### src/rtl/cfr_pkg.sv
package cfr_pkg;
  localparam int WORD_W    = 16;
  localparam int ADDR_W    = 5;
  localparam int DATA_W    = 8;
  localparam int ADDR_LSB  = 8;
  localparam int FLAG_BIT  = 15;
  localparam int N_SET     = 4;
  localparam int N_MON     = 6;
  localparam int REPLY_LEN = 18;
  localparam logic [ADDR_W-1:0] ADDR_SERIAL = 5'h01;
  localparam logic [ADDR_W-1:0] ADDR_CTRL   = 5'h02;

  typedef struct packed {
    logic err;
    logic force_pe;
  } reply_t;

  // setpoint slot -> register address
  function automatic logic [ADDR_W-1:0] set_addr(input int i);
    case (i)
      0:       return 5'h11;
      1:       return 5'h13;
      2:       return 5'h14;
      default: return 5'h15;
    endcase
  endfunction

  // monitor byte -> register address
  function automatic logic [ADDR_W-1:0] mon_addr(input int j);
    case (j)
      0:       return 5'h16;
      1:       return 5'h19;
      2:       return 5'h1C;
      3:       return 5'h1D;
      4:       return 5'h1E;
      default: return 5'h1F;
    endcase
  endfunction

  // reply word index -> address; tail of the reply is filler 0x03..0x08
  function automatic logic [ADDR_W-1:0] slot_addr(input logic [ADDR_W-1:0] k);
    case (k)
      5'd0:  return ADDR_SERIAL;
      5'd1:  return ADDR_CTRL;
      5'd2:  return set_addr(0);
      5'd3:  return set_addr(1);
      5'd4:  return set_addr(2);
      5'd5:  return set_addr(3);
      5'd6:  return mon_addr(0);
      5'd7:  return mon_addr(1);
      5'd8:  return mon_addr(2);
      5'd9:  return mon_addr(3);
      5'd10: return mon_addr(4);
      5'd11: return mon_addr(5);
      default: return k - 5'd9;
    endcase
  endfunction
endpackage

### src/rtl/cfr_regfile.sv
module cfr_regfile
  import cfr_pkg::*;
(
  input  logic                    clk,
  input  logic                    rst,
  input  logic                    in_valid,
  input  logic [WORD_W-1:0]       in_word,
  input  logic                    in_par_err,
  input  logic                    in_eof,
  output logic [DATA_W-1:0]       ctrl_q,
  output logic [N_SET*DATA_W-1:0] set_q,
  output logic                    done,
  output reply_t                  done_info
);
  logic [DATA_W-1:0] live_ctrl, sh_ctrl, nx_ctrl;
  logic [DATA_W-1:0] live_set [N_SET];
  logic [DATA_W-1:0] sh_set   [N_SET];
  logic [DATA_W-1:0] nx_set   [N_SET];
  logic              sh_err, nx_err, sh_force, nx_force;
  logic [ADDR_W-1:0] waddr;
  logic [DATA_W-1:0] wdata;

  assign waddr = in_word[ADDR_LSB +: ADDR_W];
  assign wdata = in_word[DATA_W-1:0];

  // frame-local shadow with the current word merged in
  always_comb begin
    nx_ctrl  = sh_ctrl;
    nx_set   = sh_set;
    nx_err   = sh_err;
    nx_force = sh_force;
    if (in_valid) begin
      nx_err = sh_err | in_par_err;
      if (waddr == ADDR_CTRL) nx_ctrl = wdata;
      if (waddr == ADDR_SERIAL && in_word[FLAG_BIT]) nx_force = 1'b1;
      for (int i = 0; i < N_SET; i++)
        if (waddr == set_addr(i)) nx_set[i] = wdata;
    end
  end

  always_ff @(posedge clk) begin
    if (rst) begin
      live_ctrl <= '0;
      sh_ctrl   <= '0;
      sh_err    <= 1'b0;
      sh_force  <= 1'b0;
      for (int i = 0; i < N_SET; i++) begin
        live_set[i] <= '0;
        sh_set[i]   <= '0;
      end
    end else if (in_valid) begin
      if (in_eof) begin
        sh_err   <= 1'b0;
        sh_force <= 1'b0;
        if (!nx_err) begin
          live_ctrl <= nx_ctrl;
          live_set  <= nx_set;
          sh_ctrl   <= nx_ctrl;
          sh_set    <= nx_set;
        end else begin
          sh_ctrl <= live_ctrl;
          sh_set  <= live_set;
        end
      end else begin
        sh_ctrl  <= nx_ctrl;
        sh_set   <= nx_set;
        sh_err   <= nx_err;
        sh_force <= nx_force;
      end
    end
  end

  assign done               = in_valid & in_eof;
  assign done_info.err      = nx_err;
  assign done_info.force_pe = nx_force & ~nx_err;
  assign ctrl_q             = live_ctrl;

  for (genvar g = 0; g < N_SET; g++) begin : g_flat
    assign set_q[g*DATA_W +: DATA_W] = live_set[g];
  end
endmodule

### src/rtl/cfr_reply_fifo.sv
module cfr_reply_fifo #(
  parameter int DEPTH = 4,
  parameter int W     = 2
) (
  input  logic         clk,
  input  logic         rst,
  input  logic         push,
  input  logic [W-1:0] din,
  input  logic         pop,
  output logic [W-1:0] dout,
  output logic         empty
);
  localparam int AW = (DEPTH > 1) ? $clog2(DEPTH) : 1;
  localparam int CW = AW + 1;

  logic [W-1:0]  mem [DEPTH];
  logic [AW-1:0] wp, rp;
  logic [CW-1:0] cnt;
  logic          full, do_push, do_pop;

  assign empty   = (cnt == '0);
  assign full    = (cnt == CW'(DEPTH));
  assign do_pop  = pop && !empty;
  assign do_push = push && (!full || do_pop);

  always_ff @(posedge clk) begin
    if (do_push) mem[wp] <= din;
  end

  always_ff @(posedge clk) begin
    if (rst) begin
      wp  <= '0;
      rp  <= '0;
      cnt <= '0;
    end else begin
      if (do_push) wp <= (wp == AW'(DEPTH-1)) ? '0 : wp + 1'b1;
      if (do_pop)  rp <= (rp == AW'(DEPTH-1)) ? '0 : rp + 1'b1;
      if (do_push && !do_pop)      cnt <= cnt + 1'b1;
      else if (do_pop && !do_push) cnt <= cnt - 1'b1;
    end
  end

  assign dout = mem[rp];
endmodule

### src/rtl/cfr_status_tx.sv
module cfr_status_tx
  import cfr_pkg::*;
#(
  parameter logic [7:0] SERIAL_NUM = 8'h2A
) (
  input  logic                    clk,
  input  logic                    rst,
  input  logic                    q_empty,
  input  reply_t                  q_head,
  output logic                    q_pop,
  input  logic [DATA_W-1:0]       ctrl_q,
  input  logic [N_SET*DATA_W-1:0] set_q,
  input  logic [N_MON*DATA_W-1:0] mon_in,
  output logic                    out_valid,
  output logic [WORD_W-1:0]       out_word,
  output logic                    out_par_bad
);
  localparam int IW = ADDR_W;
  localparam logic [IW-1:0] LAST = IW'(REPLY_LEN - 1);

  logic [IW-1:0]     cur, nxt_idx;
  logic              err_l, cont, nxt_err;
  logic [ADDR_W-1:0] nxt_addr;
  logic [DATA_W-1:0] nxt_data;

  assign cont    = out_valid && (cur != LAST);
  assign q_pop   = !cont && !q_empty;
  assign nxt_idx = cont ? cur + 1'b1 : '0;
  assign nxt_err = cont ? err_l : q_head.err;
  assign nxt_addr = slot_addr(nxt_idx);

  always_comb begin
    nxt_data = '0;
    if (nxt_addr == ADDR_SERIAL) nxt_data = SERIAL_NUM;
    if (nxt_addr == ADDR_CTRL)   nxt_data = ctrl_q;
    for (int i = 0; i < N_SET; i++)
      if (nxt_addr == set_addr(i)) nxt_data = set_q[i*DATA_W +: DATA_W];
    for (int j = 0; j < N_MON; j++)
      if (nxt_addr == mon_addr(j)) nxt_data = mon_in[j*DATA_W +: DATA_W];
  end

  always_ff @(posedge clk) begin
    if (rst) begin
      out_valid   <= 1'b0;
      out_word    <= '0;
      out_par_bad <= 1'b0;
      cur         <= '0;
      err_l       <= 1'b0;
    end else if (cont || !q_empty) begin
      out_valid   <= 1'b1;
      cur         <= nxt_idx;
      err_l       <= nxt_err;
      out_word    <= {nxt_err, 2'b00, nxt_addr, nxt_data};
      out_par_bad <= cont ? 1'b0 : q_head.force_pe;
    end else begin
      out_valid   <= 1'b0;
      out_par_bad <= 1'b0;
    end
  end
endmodule

### src/rtl/cmd_frame_responder.sv
module cmd_frame_responder
  import cfr_pkg::*;
#(
  parameter logic [7:0] SERIAL_NUM  = 8'h2A,
  parameter int         REPLY_DEPTH = 4
) (
  input  logic                    clk,
  input  logic                    rst,
  input  logic                    in_valid,
  input  logic [WORD_W-1:0]       in_word,
  input  logic                    in_par_err,
  input  logic                    in_eof,
  input  logic [N_MON*DATA_W-1:0] mon_in,
  output logic [DATA_W-1:0]       ctrl_out,
  output logic [N_SET*DATA_W-1:0] set_out,
  output logic                    out_valid,
  output logic [WORD_W-1:0]       out_word,
  output logic                    out_par_bad
);
  localparam int RW = $bits(reply_t);

  logic   done, q_empty, q_pop;
  reply_t done_info, q_head;
  logic [RW-1:0] q_dout;

  cfr_regfile u_regs (
    .clk, .rst, .in_valid, .in_word, .in_par_err, .in_eof,
    .ctrl_q(ctrl_out), .set_q(set_out), .done, .done_info
  );

  cfr_reply_fifo #(.DEPTH(REPLY_DEPTH), .W(RW)) u_queue (
    .clk, .rst, .push(done), .din(done_info), .pop(q_pop),
    .dout(q_dout), .empty(q_empty)
  );

  assign q_head = reply_t'(q_dout);

  cfr_status_tx #(.SERIAL_NUM(SERIAL_NUM)) u_tx (
    .clk, .rst, .q_empty, .q_head, .q_pop,
    .ctrl_q(ctrl_out), .set_q(set_out), .mon_in,
    .out_valid, .out_word, .out_par_bad
  );
endmodule

### config.mk
export PLATFORM = sky130hd
export DESIGN_NAME = cmd_frame_responder
export DESIGN_NICKNAME = d
export VERILOG_FILES = /design/src/rtl/cfr_pkg.sv /design/src/rtl/cfr_regfile.sv /design/src/rtl/cfr_reply_fifo.sv /design/src/rtl/cfr_status_tx.sv /design/src/rtl/cmd_frame_responder.sv
export SDC_FILE = /design/constraint.sdc
export NUM_CORES = 1
export LEC_CHECK = 0
export ABC_AREA = 1
export BUFFER_PORTS_ARGS = -buffer_cell sky130_fd_sc_hd__clkbuf_2
export CAP_MARGIN = 25
export CORE_ASPECT_RATIO = 2
export CORE_UTILIZATION = 45
export DETAILED_ROUTE_END_ITERATION = 6
export GPL_ROUTABILITY_DRIVEN = 1
export PLACE_DENSITY_LB_ADDON = 0.1
export SETUP_SLACK_MARGIN = 0.2
export SYNTH_ARGS = -nofsm -noshare
export SYNTH_HDL_FRONTEND = slang
export SYNTH_SLANG_ARGS = --single-unit
### constraint.sdc
create_clock -name clk -period 3.85 [get_ports clk]
set_input_delay 0.5775 -clock clk [delete_from_list [all_inputs] [get_ports clk]]
set_output_delay 0.5775 -clock clk [all_outputs]
set_load 0.02 [all_outputs]
# == Word-level counts from Yosys, hierarchy flattened ==
# Memories as Yosys holds them, arrays and structs flattened. A register that Yosys moved wholly into a read port is not among the register bits.
# Index checks and enable logic that the tools add are counted.
# op_classes
addsub,6
n_eq_ne,33
muxes,42
n_bitwise,5
reduce_logical,19
# op_table
cell,count
$mux 8,18
$mux 32,2
$pmux 5 s12,1
$eq 5x5->1 const B,10
$mux 5,5
$eq 5x2->1 const B,4
$eq 5x3->1 const B,4
$eq 5x4->1 const B,4
$eq 5x5->1,4
$eq 5x1->1 const B,3
$mux 1,9
$mux 2,4
$logic_and 1x1->1,7
$mux 3,2
$mux 6,1
$add 5x1->5 const B,1
$logic_not 1->1,5
$logic_not 5->1,1
$ne 5x5->1 const B,1
$sub 5x4->5 const B,1
$add 2x1->2 const B,2
$eq 2x2->1 const B,2
$add 3x1->3 const B,1
$eq 3x3->1 const B,1
other kinds (9),12
# totals
ff_bits,111
mem_bits_rw,8
inputBits,69
word_cells,126
mem_count,1
# mem_list
memory,words,width,read_ports,rd_clocked_by_memory_dff,write_ports,line,text
u_queue.mem,4,2,1,1,1,cfr_reply_fifo.sv:16,logic [W-1:0] mem [DEPTH];

# == Depth between registers and ports, before layout ==
# Gate-level depths: netlist of the first run.
# logic_depth
depth_word,18
mapped_depth,25
ltp_nobuf,25

# == By module ==
# A second synthesis of the first run with hierarchy kept.
# unflattened
cells_unflattened,1243
area_unflattened_um2,7616.1
# by_module_without_submodules
mod,instances,cells_each,area_per_inst_um2,seq_area_each_um2
cfr_regfile,1,758,4418.0,1641.6
cfr_status_tx,1,392,2378.5,420.4
cfr_reply_fifo,1,93,819.5,420.4

# == Worst setup path after synthesis of the first run ==
# Ideal clock, no wire load.
# synth_path
path_kind,register to register
startpoint,register u_tx.cur[1]
endpoint,register u_tx.out_word[3]
setup_ns,0.113
arrival_ns,2.752
required_time_ns,3.737
path_slack_ns,0.985
stages_incl_launch_ff,24
n_path_buf,0
period_less_slack_ns,2.865
cell_sequence,dfxtp_1 > inv_1 > ha_1 > nand2_1 > inv_1 > nand2_4 > nand2_8 > nor2_1 > inv_1 > ha_1 > o22ai_4 > nand2_4 > inv_1 > nand2_1 > nand2_2 > nand3_4 > nor2_4 > nand2_1 > nand2_1 > nand4_1 > nor2_1 > nand4_1 > nand2_1 > nand2_1
# synth_via
elab_chain_cells,18
elab_cells_between_ends,43
classes_between,add/sub (2); eq/ne (24); mux (14); reduce/logical (3)
# synth_rtl
item,line,text
from (decl),cfr_status_tx.sv:21,"logic [IW-1:0] cur, nxt_idx;"
from (signal assigned),cfr_status_tx.sv:51,cur <= nxt_idx;
$ne 5x5->1 (*),cfr_status_tx.sv:26,assign cont = out_valid && (cur != LAST);
$logic_and 1x1->1 (*),cfr_status_tx.sv:26,
$mux 5 (*),cfr_status_tx.sv:28,assign nxt_idx = cont ? cur + 1'b1 : '0;
via u_tx.nxt_idx[0],cfr_status_tx.sv:21,
"$sub 5x4->5, or another cell as far along",cfr_pkg.sv:55,default: return k - 5'd9;
$pmux 5 s12 (*),cfr_pkg.sv:42,case (k)
$eq 5x1->1,cfr_status_tx.sv:34,if (nxt_addr == ADDR_SERIAL) nxt_data = SERIAL_NUM;
$mux 6,cfr_status_tx.sv:34,
$mux 8,cfr_status_tx.sv:35,if (nxt_addr == ADDR_CTRL) nxt_data = ctrl_q;
$mux 8 (4 in series),cfr_status_tx.sv:37,if (nxt_addr == set_addr(i)) nxt_data = set_q[i*DATA_W +: DATA_W];
$mux 8 (5 in series),cfr_status_tx.sv:39,if (nxt_addr == mon_addr(j)) nxt_data = mon_in[j*DATA_W +: DATA_W];
$mux 8 (*),cfr_status_tx.sv:39,
to (signal assigned),cfr_status_tx.sv:53,"out_word <= {nxt_err, 2'b00, nxt_addr, nxt_data};"
to (decl),cfr_status_tx.sv:15,"output logic [WORD_W-1:0] out_word,"
# Mark *: on every way through the listed nets, which the timed path passes. The rest lies on a longest branch.
# A chain may end at the register's enable or synchronous reset.

# == Worst setup path after layout of the first run ==
# layout_path
startpoint,register u_tx.cur[1]
endpoint,register u_tx.out_word[7]
# layout_via
elab_chain_cells,17
elab_cells_between_ends,41
classes_between,add/sub (2); eq/ne (23); mux (13); reduce/logical (3)
# layout_rtl
item,line
$ne 5x5->1 (*),cfr_status_tx.sv:26
$logic_and 1x1->1 (*),cfr_status_tx.sv:26
$mux 5 (*),cfr_status_tx.sv:28
via u_tx.nxt_idx[0],cfr_status_tx.sv:21
"$sub 5x4->5, or another cell as far along",cfr_pkg.sv:55
$pmux 5 s12 (*),cfr_pkg.sv:42
$eq 5x2->1,cfr_status_tx.sv:35
$mux 8,cfr_status_tx.sv:35
$mux 8 (4 in series),cfr_status_tx.sv:37
$mux 8 (5 in series),cfr_status_tx.sv:39
$mux 8 (*),cfr_status_tx.sv:39
# Marks and branches as above.

==> results of run 1 <==
## cell usage after synthesis (2+ instances only)
master | instances | share of area (%)
sky130_fd_sc_hd__nand3_4 | 2 | 0.51
sky130_fd_sc_hd__nand2_4 | 6 | 0.98
sky130_fd_sc_hd__inv_1 | 179 | 9.8
sky130_fd_sc_hd__o21ai_2 | 2 | 0.25
sky130_fd_sc_hd__a211oi_1 | 2 | 0.22
sky130_fd_sc_hd__nor2_2 | 7 | 0.64
sky130_fd_sc_hd__edfxtp_1 | 8 | 3.5
sky130_fd_sc_hd__nor2_4 | 10 | 1.6
sky130_fd_sc_hd__inv_2 | 9 | 0.49
sky130_fd_sc_hd__o22ai_1 | 80 | 7.3
sky130_fd_sc_hd__o21ai_1 | 13 | 0.94
sky130_fd_sc_hd__clkbuf_1 | 43 | 2.3
sky130_fd_sc_hd__nand3_2 | 2 | 0.29
sky130_fd_sc_hd__nand2_1 | 214 | 12
sky130_fd_sc_hd__nor4_1 | 3 | 0.27
sky130_fd_sc_hd__dfxtp_1 | 112 | 33
sky130_fd_sc_hd__o21ai_0 | 38 | 2.8
sky130_fd_sc_hd__nand4_1 | 21 | 1.9
sky130_fd_sc_hd__nand2_2 | 7 | 0.64
sky130_fd_sc_hd__nor2_1 | 78 | 4.3
sky130_fd_sc_hd__a31oi_1 | 2 | 0.18
sky130_fd_sc_hd__nand3_1 | 34 | 2.5
sky130_fd_sc_hd__a21oi_1 | 119 | 8.6
sky130_fd_sc_hd__ha_1 | 13 | 2.4
sky130_fd_sc_hd__buf_4 | 3 | 0.33
sky130_fd_sc_hd__clkinv_1 | 3 | 0.16
sky130_fd_sc_hd__o211ai_1 | 5 | 0.55
## sequential cells by signal (all words and copies together), names as in the netlist, 3 cells and up, named ones only
name            flops
u_regs.sh_ctrl      8
u_regs.set_q       32
u_queue.cnt         3
u_tx.cur            5
u_regs.ctrl_q       8
u_regs.sh_set      32
u_tx.out_word      14
u_queue.mem         8
## kinds of logic (layout without fill, tap and decap cells)
family / count (synthesis) / in the layout / share of synthesized area, %
fa+ha+maj: 14 / 14 / 2.65
compound gates: 267 / 267 / 21.9
flops: 120 / 120 / 36.0
simple gates: 387 / 387 / 26.1
buf+inv: 238 / 359 / 13.2
other cells: 1 / 2 / 0.0545
## layout by cell type, fill, tap and decap left out, drive strengths merged
master / count
fa: 1
a211oi: 2
clkbuf: 144
bufinv: 3
o211ai: 5
nor2: 96
inv: 188
nand2: 228
edfxtp: 8
clkinv: 9
nand4: 21
buf: 15
a21oi: 121
o22ai: 82
a31oi: 2
nor4: 3
a41oi: 1
dfxtp: 112
nor3: 1
o21ai: 53
ha: 13
nand3: 38
conb: 2
o211a: 1
## metal layers
metal	GRT usage, %	up-vias	wire length (um)
li1	-	3573	-
met1	29.7	3235	8070
met2	50.8	286	11500
met3	5.69	56	1270
met4	15.7	0	1130
met5	0	-	0
## worst max-delay path: stages, from the launching register on
cell	delay, ns
sky130_fd_sc_hd__dfxtp_1	0.41
sky130_fd_sc_hd__inv_1	0.06
sky130_fd_sc_hd__ha_1	0.17
sky130_fd_sc_hd__nand2_1	0.06
sky130_fd_sc_hd__inv_1	0.08
sky130_fd_sc_hd__nand2_4	0.10
sky130_fd_sc_hd__nand2_8	0.10
sky130_fd_sc_hd__nor2_2	0.16
sky130_fd_sc_hd__inv_1	0.12
sky130_fd_sc_hd__ha_1	0.27
sky130_fd_sc_hd__o22ai_2	0.25
sky130_fd_sc_hd__nand2_4	0.11
sky130_fd_sc_hd__nand2_4	0.11
sky130_fd_sc_hd__nand2_1	0.09
sky130_fd_sc_hd__nand2_4	0.12
sky130_fd_sc_hd__inv_2	0.06
sky130_fd_sc_hd__nor2_4	0.19
sky130_fd_sc_hd__inv_2	0.09
sky130_fd_sc_hd__nor2_4	0.20
sky130_fd_sc_hd__nand2_1	0.09
sky130_fd_sc_hd__nand4_1	0.17
sky130_fd_sc_hd__nor2_1	0.07
sky130_fd_sc_hd__nand4_1	0.08
sky130_fd_sc_hd__nand2_1	0.06
sky130_fd_sc_hd__nand2_1	0.05
## report_power, final
group          switching [W]  internal (W)
Combinational        0.00114      0.000511
Clock               0.000566       0.00103
Sequential         0.0000990       0.00139
## metrics by stage
stage | power (W) | utilization (%) | area (um^2) | instances | setup slack (ns)
final | 0.00474 | 55.5 | 8270 | 1344 | 0.539
after global routing | 0.00500 | 55.5 | 8270 | 1344 | 0.226
after CTS | 0.00475 | 55.4 | 8260 | 1344 | 0.448
after detailed placement | 0.00316 | 51.5 | 7680 | 1312 | 0.479
after global placement | 0.00315 | 51.5 | 7680 | 1312 | 0.507
after floorplan | 0.00269 | - | 6890 | 1028 | 0.985
## layout make-up
class / count / share of cell area (%)
multi-input combinational: 670 / 42.7
sequential: 120 / 30.0
inverter: 191 / 8.67
timing repair buffer: 136 / 8.65
clock buffer: 23 / 5.54
tap: 195 / 2.95
clock inverter: 9 / 1.50
## how the worst min path moves through the flow
stage                  endpoint  cells past startpoint
6_report       u_tx.out_word[0]                      5
5_1_grt        u_tx.out_word[3]                      5
4_1_cts        u_tx.out_word[0]                      5
3_5_place_dp    u_regs.sh_force                      2
3_3_place_gp    u_regs.sh_force                      2
2_1_floorplan   u_regs.sh_force                      2
==> run_summary.xml, run 1 <==
<?xml version="1.0" encoding="UTF-8"?>
<metrics>
  <group name="status">
    <metric name="outcome" unit="">complete, no violations</metric>
  </group>
  <group name="worst_setup_path">
    <metric name="critPathRequiredTime" unit="ns">4.20</metric>
    <metric name="reg_to_reg_setup_timing_slack" unit="ns">0.54</metric>
    <metric name="cp_max_fo" unit="">8</metric>
    <metric name="end_kind" unit="">flop</metric>
    <metric name="r2r_start" unit="">u_tx.cur[1]</metric>
    <metric name="critPathArrivalTime" unit="ns">3.67</metric>
    <metric name="timing.setup.critical_path_class" unit="">flop to flop</metric>
    <metric name="startpoint" unit="">u_tx.cur[1]</metric>
    <metric name="timing.critical_path.to" unit="">u_tx.out_word[7]</metric>
    <metric name="cp-start-kind" unit="">flop</metric>
    <metric name="ff2ff_path_depth" unit="">24</metric>
    <metric name="crit-reg2reg-capture" unit="">u_tx.out_word[7]</metric>
  </group>
  <group name="synth">
    <metric name="synth-seq-cells" unit="">120</metric>
    <metric name="synth_cells" unit="">1027</metric>
    <metric name="synth.cell_area" unit="mm^2">0.00689</metric>
    <metric name="postSynth.topFlopCell" unit="">sky130_fd_sc_hd__dfxtp_1</metric>
    <metric name="synth_async_sr_flop_share" unit="%">0</metric>
    <metric name="ys_types" unit="">39</metric>
    <metric name="ys.warnings.count" unit="">0</metric>
    <metric name="synth-seq-area-share" unit="%">36.0</metric>
    <metric name="synth_edf_count" unit="">8</metric>
    <metric name="postSynthAreaPerCell" unit="um^2">6.71</metric>
  </group>
  <group name="layout">
    <metric name="area_growth_from_synthesis_to_layout" unit="%">20.1</metric>
    <metric name="total_area_of_multi_input_combinational_cells" unit="mm^2">0.00353</metric>
    <metric name="layout-drive-gt1-share" unit="%">19.2</metric>
    <metric name="fillerInstances" unit="">1522</metric>
    <metric name="layout.area.seq" unit="mm^2">0.00248</metric>
    <metric name="antenna-diode-count" unit="">0</metric>
    <metric name="nets" unit="">1219</metric>
  </group>
  <group name="timing">
    <metric name="slew-limit-headroom" unit="%">32.6</metric>
    <metric name="final_tns_setup" unit="ns">0</metric>
    <metric name="achievable-frequency" unit="MHz">302</metric>
    <metric name="fin_worst_skew" unit="ns">0.00965</metric>
    <metric name="setup_violations" unit="">0</metric>
    <metric name="finalHoldWorstSlack" unit="ns">0.462</metric>
    <metric name="grt_setup_unrepaired" unit="">false</metric>
    <metric name="final_hold_viol_count" unit="">0</metric>
    <metric name="post-route-min-period" unit="ns">3.31</metric>
    <metric name="fin_crit_sh" unit="%">86.0</metric>
    <metric name="report.final.slew_viol_count" unit="">0</metric>
    <metric name="worst_slew_pin_slew" unit="ns">1.01</metric>
  </group>
  <group name="global_routing">
    <metric name="grt_pass1_vias" unit="">6599</metric>
    <metric name="wire_length_of_the_first_global_routing_pass" unit="um">33200</metric>
    <metric name="globalRoute.totalOverflow" unit="">0</metric>
    <metric name="largest_net_degree_at_the_start_of_global_routing" unit="">89</metric>
    <metric name="globalRouteTotalUtil" unit="%">28.3</metric>
    <metric name="antenna_violations_before_repair" unit="">0</metric>
  </group>
  <group name="placed_design">
    <metric name="buffer_ports.inserted" unit="">122</metric>
    <metric name="gp_congestion" unit="">0.935</metric>
    <metric name="dpl.hpwl" unit="um">15800</metric>
  </group>
  <group name="die">
    <metric name="placement_rows" unit="">63</metric>
    <metric name="height_of_the_die" unit="um">177</metric>
    <metric name="core_region_area" unit="mm^2">0.0149</metric>
    <metric name="die_span_x" unit="um">89.5</metric>
    <metric name="starting_density_of_the_core" unit="%">46.2</metric>
    <metric name="die-area" unit="mm^2">0.0158</metric>
    <metric name="io-pin-count" unit="">127</metric>
  </group>
  <group name="hold_path">
    <metric name="hold_class" unit="">input pin to flop</metric>
    <metric name="hold_path_startpoint" unit="">mon_in[40]</metric>
  </group>
  <group name="clock_network">
    <metric name="worstSkewPairLatency" unit="ns">0.41</metric>
    <metric name="root_driver" unit="">sky130_fd_sc_hd__clkbuf_16</metric>
    <metric name="tritoncts" unit="">yes</metric>
    <metric name="htreeDepth" unit="">4</metric>
    <metric name="clock_sink_total" unit="">120</metric>
    <metric name="ctsLongestPathBuffers" unit="">2</metric>
    <metric name="cts_made_buffers" unit="">17</metric>
    <metric name="cts_resized" unit="">0</metric>
    <metric name="hold_buffers" unit="">0</metric>
    <metric name="postCtsSetupBuffers" unit="">0</metric>
    <metric name="cts.clk_slew.worst_paths" unit="ns">0.05</metric>
  </group>
  <group name="power_and_ir_drop">
    <metric name="static-leakage-power" unit="nW">3.78</metric>
    <metric name="vdd.ir_drop.worst" unit="mV">0.370</metric>
    <metric name="power-per-cell-area" unit="mW/mm^2">573</metric>
  </group>
  <group name="drt">
    <metric name="detail_route.iter0.violations" unit="">355</metric>
    <metric name="finalWirelength" unit="um">22000</metric>
    <metric name="avgRoutedWirePerCell" unit="um">16.3</metric>
    <metric name="drt.antenna.violating_nets" unit="">0</metric>
    <metric name="first_pass_iters" unit="">5</metric>
    <metric name="num_vias" unit="">7150</metric>
    <metric name="drc_errors" unit="">0</metric>
    <metric name="drt-vias-per-instance" unit="">5.32</metric>
  </group>
  <group name="flow_run">
    <metric name="drv.max_cap_violation_count" unit="">0</metric>
  </group>
</metrics>
(Power assumes the default switching activity.)
==> run 2, diff against run 1 <==
--- a/config.mk
+++ b/config.mk
@@ -14,6 +14,8 @@
 export GPL_ROUTABILITY_DRIVEN = 1
 export PLACE_DENSITY_LB_ADDON = 0.1
 export SETUP_SLACK_MARGIN = 0.2
+export SKIP_CTS_REPAIR_TIMING = 1
 export SYNTH_ARGS = -nofsm -noshare
 export SYNTH_HDL_FRONTEND = slang
+export SYNTH_HIERARCHICAL = 1
 export SYNTH_SLANG_ARGS = --single-unit
==> run_summary.xml, run 2 <==
<?xml version="1.0" encoding="UTF-8"?>
<metrics>
  <group name="drt">
    <metric name="drc_errors" unit="">0</metric>
    <metric name="first_pass_iters" unit="">5</metric>
    <metric name="drt-vias-per-instance" unit="">5.09</metric>
    <metric name="avgRoutedWirePerCell" unit="um">15.2</metric>
    <metric name="drt.antenna.violating_nets" unit="">0</metric>
    <metric name="finalWirelength" unit="um">24000</metric>
    <metric name="detail_route.iter0.violations" unit="">311</metric>
    <metric name="num_vias" unit="">8003</metric>
  </group>
  <group name="timing">
    <metric name="fin_worst_skew" unit="ns">0.00979</metric>
    <metric name="worst_slew_pin_slew" unit="ns">0.707</metric>
    <metric name="finalHoldWorstSlack" unit="ns">0.466</metric>
    <metric name="final_tns_setup" unit="ns">0</metric>
    <metric name="layout_setup_ws" unit="ns">0.543</metric>
    <metric name="slew-limit-headroom" unit="%">52.8</metric>
    <metric name="fin_crit_sh" unit="%">85.9</metric>
    <metric name="report.final.slew_viol_count" unit="">0</metric>
    <metric name="final_hold_viol_count" unit="">0</metric>
    <metric name="setup_violations" unit="">0</metric>
    <metric name="post-route-min-period" unit="ns">3.31</metric>
    <metric name="grt_setup_unrepaired" unit="">false</metric>
    <metric name="achievable-frequency" unit="MHz">302</metric>
  </group>
  <group name="global_routing">
    <metric name="globalRouteTotalUtil" unit="%">28.7</metric>
    <metric name="wire_length_of_the_first_global_routing_pass" unit="um">38100</metric>
    <metric name="grt_pass1_vias" unit="">7574</metric>
    <metric name="antenna_violations_before_repair" unit="">0</metric>
    <metric name="largest_net_degree_at_the_start_of_global_routing" unit="">43</metric>
    <metric name="globalRoute.totalOverflow" unit="">0</metric>
  </group>
  <group name="clock_network">
    <metric name="htreeDepth" unit="">4</metric>
    <metric name="root_driver" unit="">sky130_fd_sc_hd__clkbuf_16</metric>
    <metric name="cts_made_buffers" unit="">17</metric>
    <metric name="clock_sink_total" unit="">120</metric>
    <metric name="cts.clk_slew.worst_paths" unit="ns">0.06</metric>
    <metric name="ctsLongestPathBuffers" unit="">2</metric>
    <metric name="worstSkewPairLatency" unit="ns">0.42</metric>
    <metric name="tritoncts" unit="">yes</metric>
  </group>
  <group name="synth">
    <metric name="synth_async_sr_flop_share" unit="%">0</metric>
    <metric name="synth.cell_area" unit="mm^2">0.00762</metric>
    <metric name="synth_top_cell_area_share" unit="%">29.4</metric>
    <metric name="synth_cells" unit="">1243</metric>
    <metric name="synth_edf_count" unit="">8</metric>
    <metric name="synth-seq-cells" unit="">120</metric>
    <metric name="synth.largest_area_cell" unit="">sky130_fd_sc_hd__dfxtp_1</metric>
    <metric name="synth-seq-area-share" unit="%">32.6</metric>
    <metric name="postSynthAreaPerCell" unit="um^2">6.13</metric>
    <metric name="post_synth_main_area_contributors" unit="">sky130_fd_sc_hd__dfxtp_1 (29%), sky130_fd_sc_hd__nand2_1 (26%), sky130_fd_sc_hd__nor2_1 (6.6%)</metric>
    <metric name="synthMostInstantiatedCell" unit="">sky130_fd_sc_hd__nand2_1</metric>
    <metric name="ys.warnings.count" unit="">6</metric>
    <metric name="ys_types" unit="">43</metric>
    <metric name="postSynth.topFlopCell" unit="">sky130_fd_sc_hd__dfxtp_1</metric>
    <metric name="synth.cells.most_frequent" unit="">sky130_fd_sc_hd__nand2_1 (533), sky130_fd_sc_hd__nor2_1 (133), sky130_fd_sc_hd__inv_1 (128), sky130_fd_sc_hd__dfxtp_1 (112), sky130_fd_sc_hd__nand3_1 (79)</metric>
  </group>
  <group name="die">
    <metric name="die_span_x" unit="um">94.0</metric>
    <metric name="starting_density_of_the_core" unit="%">45.7</metric>
    <metric name="die-area" unit="mm^2">0.0175</metric>
    <metric name="io-pin-count" unit="">127</metric>
    <metric name="placement_rows" unit="">67</metric>
    <metric name="core_region_area" unit="mm^2">0.0167</metric>
    <metric name="height_of_the_die" unit="um">186</metric>
  </group>
  <group name="worst_setup_path">
    <metric name="r2r_start" unit="">u_tx/cur[1]</metric>
    <metric name="critPathArrivalTime" unit="ns">3.61</metric>
    <metric name="cp-start-kind" unit="">flop</metric>
    <metric name="end_kind" unit="">flop</metric>
    <metric name="cp_max_fo" unit="">9</metric>
    <metric name="startpoint" unit="">u_tx/cur[1]</metric>
    <metric name="timing.setup.critical_path_class" unit="">flop to flop</metric>
    <metric name="critPathRequiredTime" unit="ns">4.15</metric>
  </group>
  <group name="layout">
    <metric name="mostFrequentLayoutCells" unit="">sky130_fd_sc_hd__nand2_1 (533), sky130_fd_sc_hd__inv_1 (127), sky130_fd_sc_hd__nor2_1 (126)</metric>
    <metric name="area_growth_from_synthesis_to_layout" unit="%">17.9</metric>
    <metric name="layout-drive-gt1-share" unit="%">18.1</metric>
    <metric name="nets" unit="">1436</metric>
    <metric name="mostFrequentLayoutCell" unit="">sky130_fd_sc_hd__nand2_1</metric>
    <metric name="antenna-diode-count" unit="">0</metric>
    <metric name="utilization" unit="%">53.8</metric>
  </group>
  <group name="hold_path">
    <metric name="hold_path_startpoint" unit="">u_tx/out_word[1]</metric>
    <metric name="hold_class" unit="">flop to flop</metric>
  </group>
  <group name="power_and_ir_drop">
    <metric name="power-per-cell-area" unit="mW/mm^2">545</metric>
    <metric name="static-leakage-power" unit="nW">4.93</metric>
    <metric name="vdd.ir_drop.worst" unit="mV">0.333</metric>
  </group>
  <group name="placed_design">
    <metric name="dpl.hpwl" unit="um">17900</metric>
    <metric name="placement.setup.worst_slack" unit="ns">0.263</metric>
    <metric name="gp_congestion" unit="">0.931</metric>
    <metric name="buffer_ports.inserted" unit="">122</metric>
  </group>
  <group name="status">
    <metric name="outcome" unit="">complete, no violations</metric>
  </group>
  <group name="flow_run">
    <metric name="drv.max_cap_violation_count" unit="">0</metric>
  </group>
</metrics>
[run 2: final cells by class]
cell class	count	area (um^2)
well taps	207	259
inverters	141	529
flip-flops and latches	120	2480
multi-input cells	937	4390
clock inverters	8	92.6
repair buffers	136	728
fillers	1743	7700
clock buffers	24	493
[run 2: worst paths after layout]
kind | cells past startpoint | slack [ns] | endpoint
max | 23 | 0.54 | u_tx/out_word[3]
min | 2 | 0.47 | u_tx/out_word[1]
max reg2reg | 23 | 0.54 | u_tx/out_word[3]
min reg2reg | 2 | 0.47 | u_tx/out_word[1]
[run 2: worst max-delay path: stages (launching register included)]
cell,delay [ns]
sky130_fd_sc_hd__dfxtp_2,0.36
sky130_fd_sc_hd__inv_1,0.05
sky130_fd_sc_hd__ha_1,0.16
sky130_fd_sc_hd__nand2_1,0.06
sky130_fd_sc_hd__inv_1,0.07
sky130_fd_sc_hd__nand2_2,0.08
sky130_fd_sc_hd__nand2_4,0.11
sky130_fd_sc_hd__nor2_2,0.16
sky130_fd_sc_hd__inv_1,0.11
sky130_fd_sc_hd__ha_1,0.23
sky130_fd_sc_hd__o31ai_1,0.31
sky130_fd_sc_hd__nand2_1,0.10
sky130_fd_sc_hd__nand2_1,0.09
sky130_fd_sc_hd__nand2_2,0.11
sky130_fd_sc_hd__inv_2,0.12
sky130_fd_sc_hd__nand2_2,0.10
sky130_fd_sc_hd__nor2_4,0.25
sky130_fd_sc_hd__nand2_1,0.08
sky130_fd_sc_hd__nand2_1,0.15
sky130_fd_sc_hd__nand4_1,0.12
sky130_fd_sc_hd__nor2_2,0.15
sky130_fd_sc_hd__nand4_1,0.11
sky130_fd_sc_hd__nand2_1,0.07
sky130_fd_sc_hd__nand2_1,0.04
[run 2: power breakdown]
| part | internal, W | switching [W] | total [W] |
|---|---|---|---|
| registers | 0.00139 | 0.000115 | 0.00151 |
| clock network | 0.00102 | 0.000571 | 0.00159 |
| logic | 0.000546 | 0.00125 | 0.00180 |
[run 2: kinds of logic (layout without fill, tap and decap cells)]
kind of cell	Yosys count	after routing	synth area share, %
buffers and inverters	187	309	10.1
XOR/XNOR	2	2	0.329
AO/OA/AOI/OAI	47	47	3.84
flip-flops	120	120	32.6
adder cells (fa/ha/maj)	14	14	2.40
other	1	2	0.0492
AND/OR/NAND/NOR	872	872	50.7
[run 2: metrics by stage]
step                      power, W  area (um^2)  std cells
after floorplan            0.00280         7620       1244
after global placement     0.00329         8360       1540
after detailed placement   0.00331         8360       1540
after CTS                  0.00491         8950       1572
after global routing       0.00520         8980       1573
final                      0.00489         8980       1573
[run 2: metal layers]
layer | wire length (um) | GRT usage [%] | share of wire (%)
met5 | 0 | 0 | 0
met4 | 1030 | 15.7 | 4.3
met3 | 956 | 4.29 | 4.0
met2 | 13300 | 56.1 | 56
met1 | 8680 | 27.8 | 36
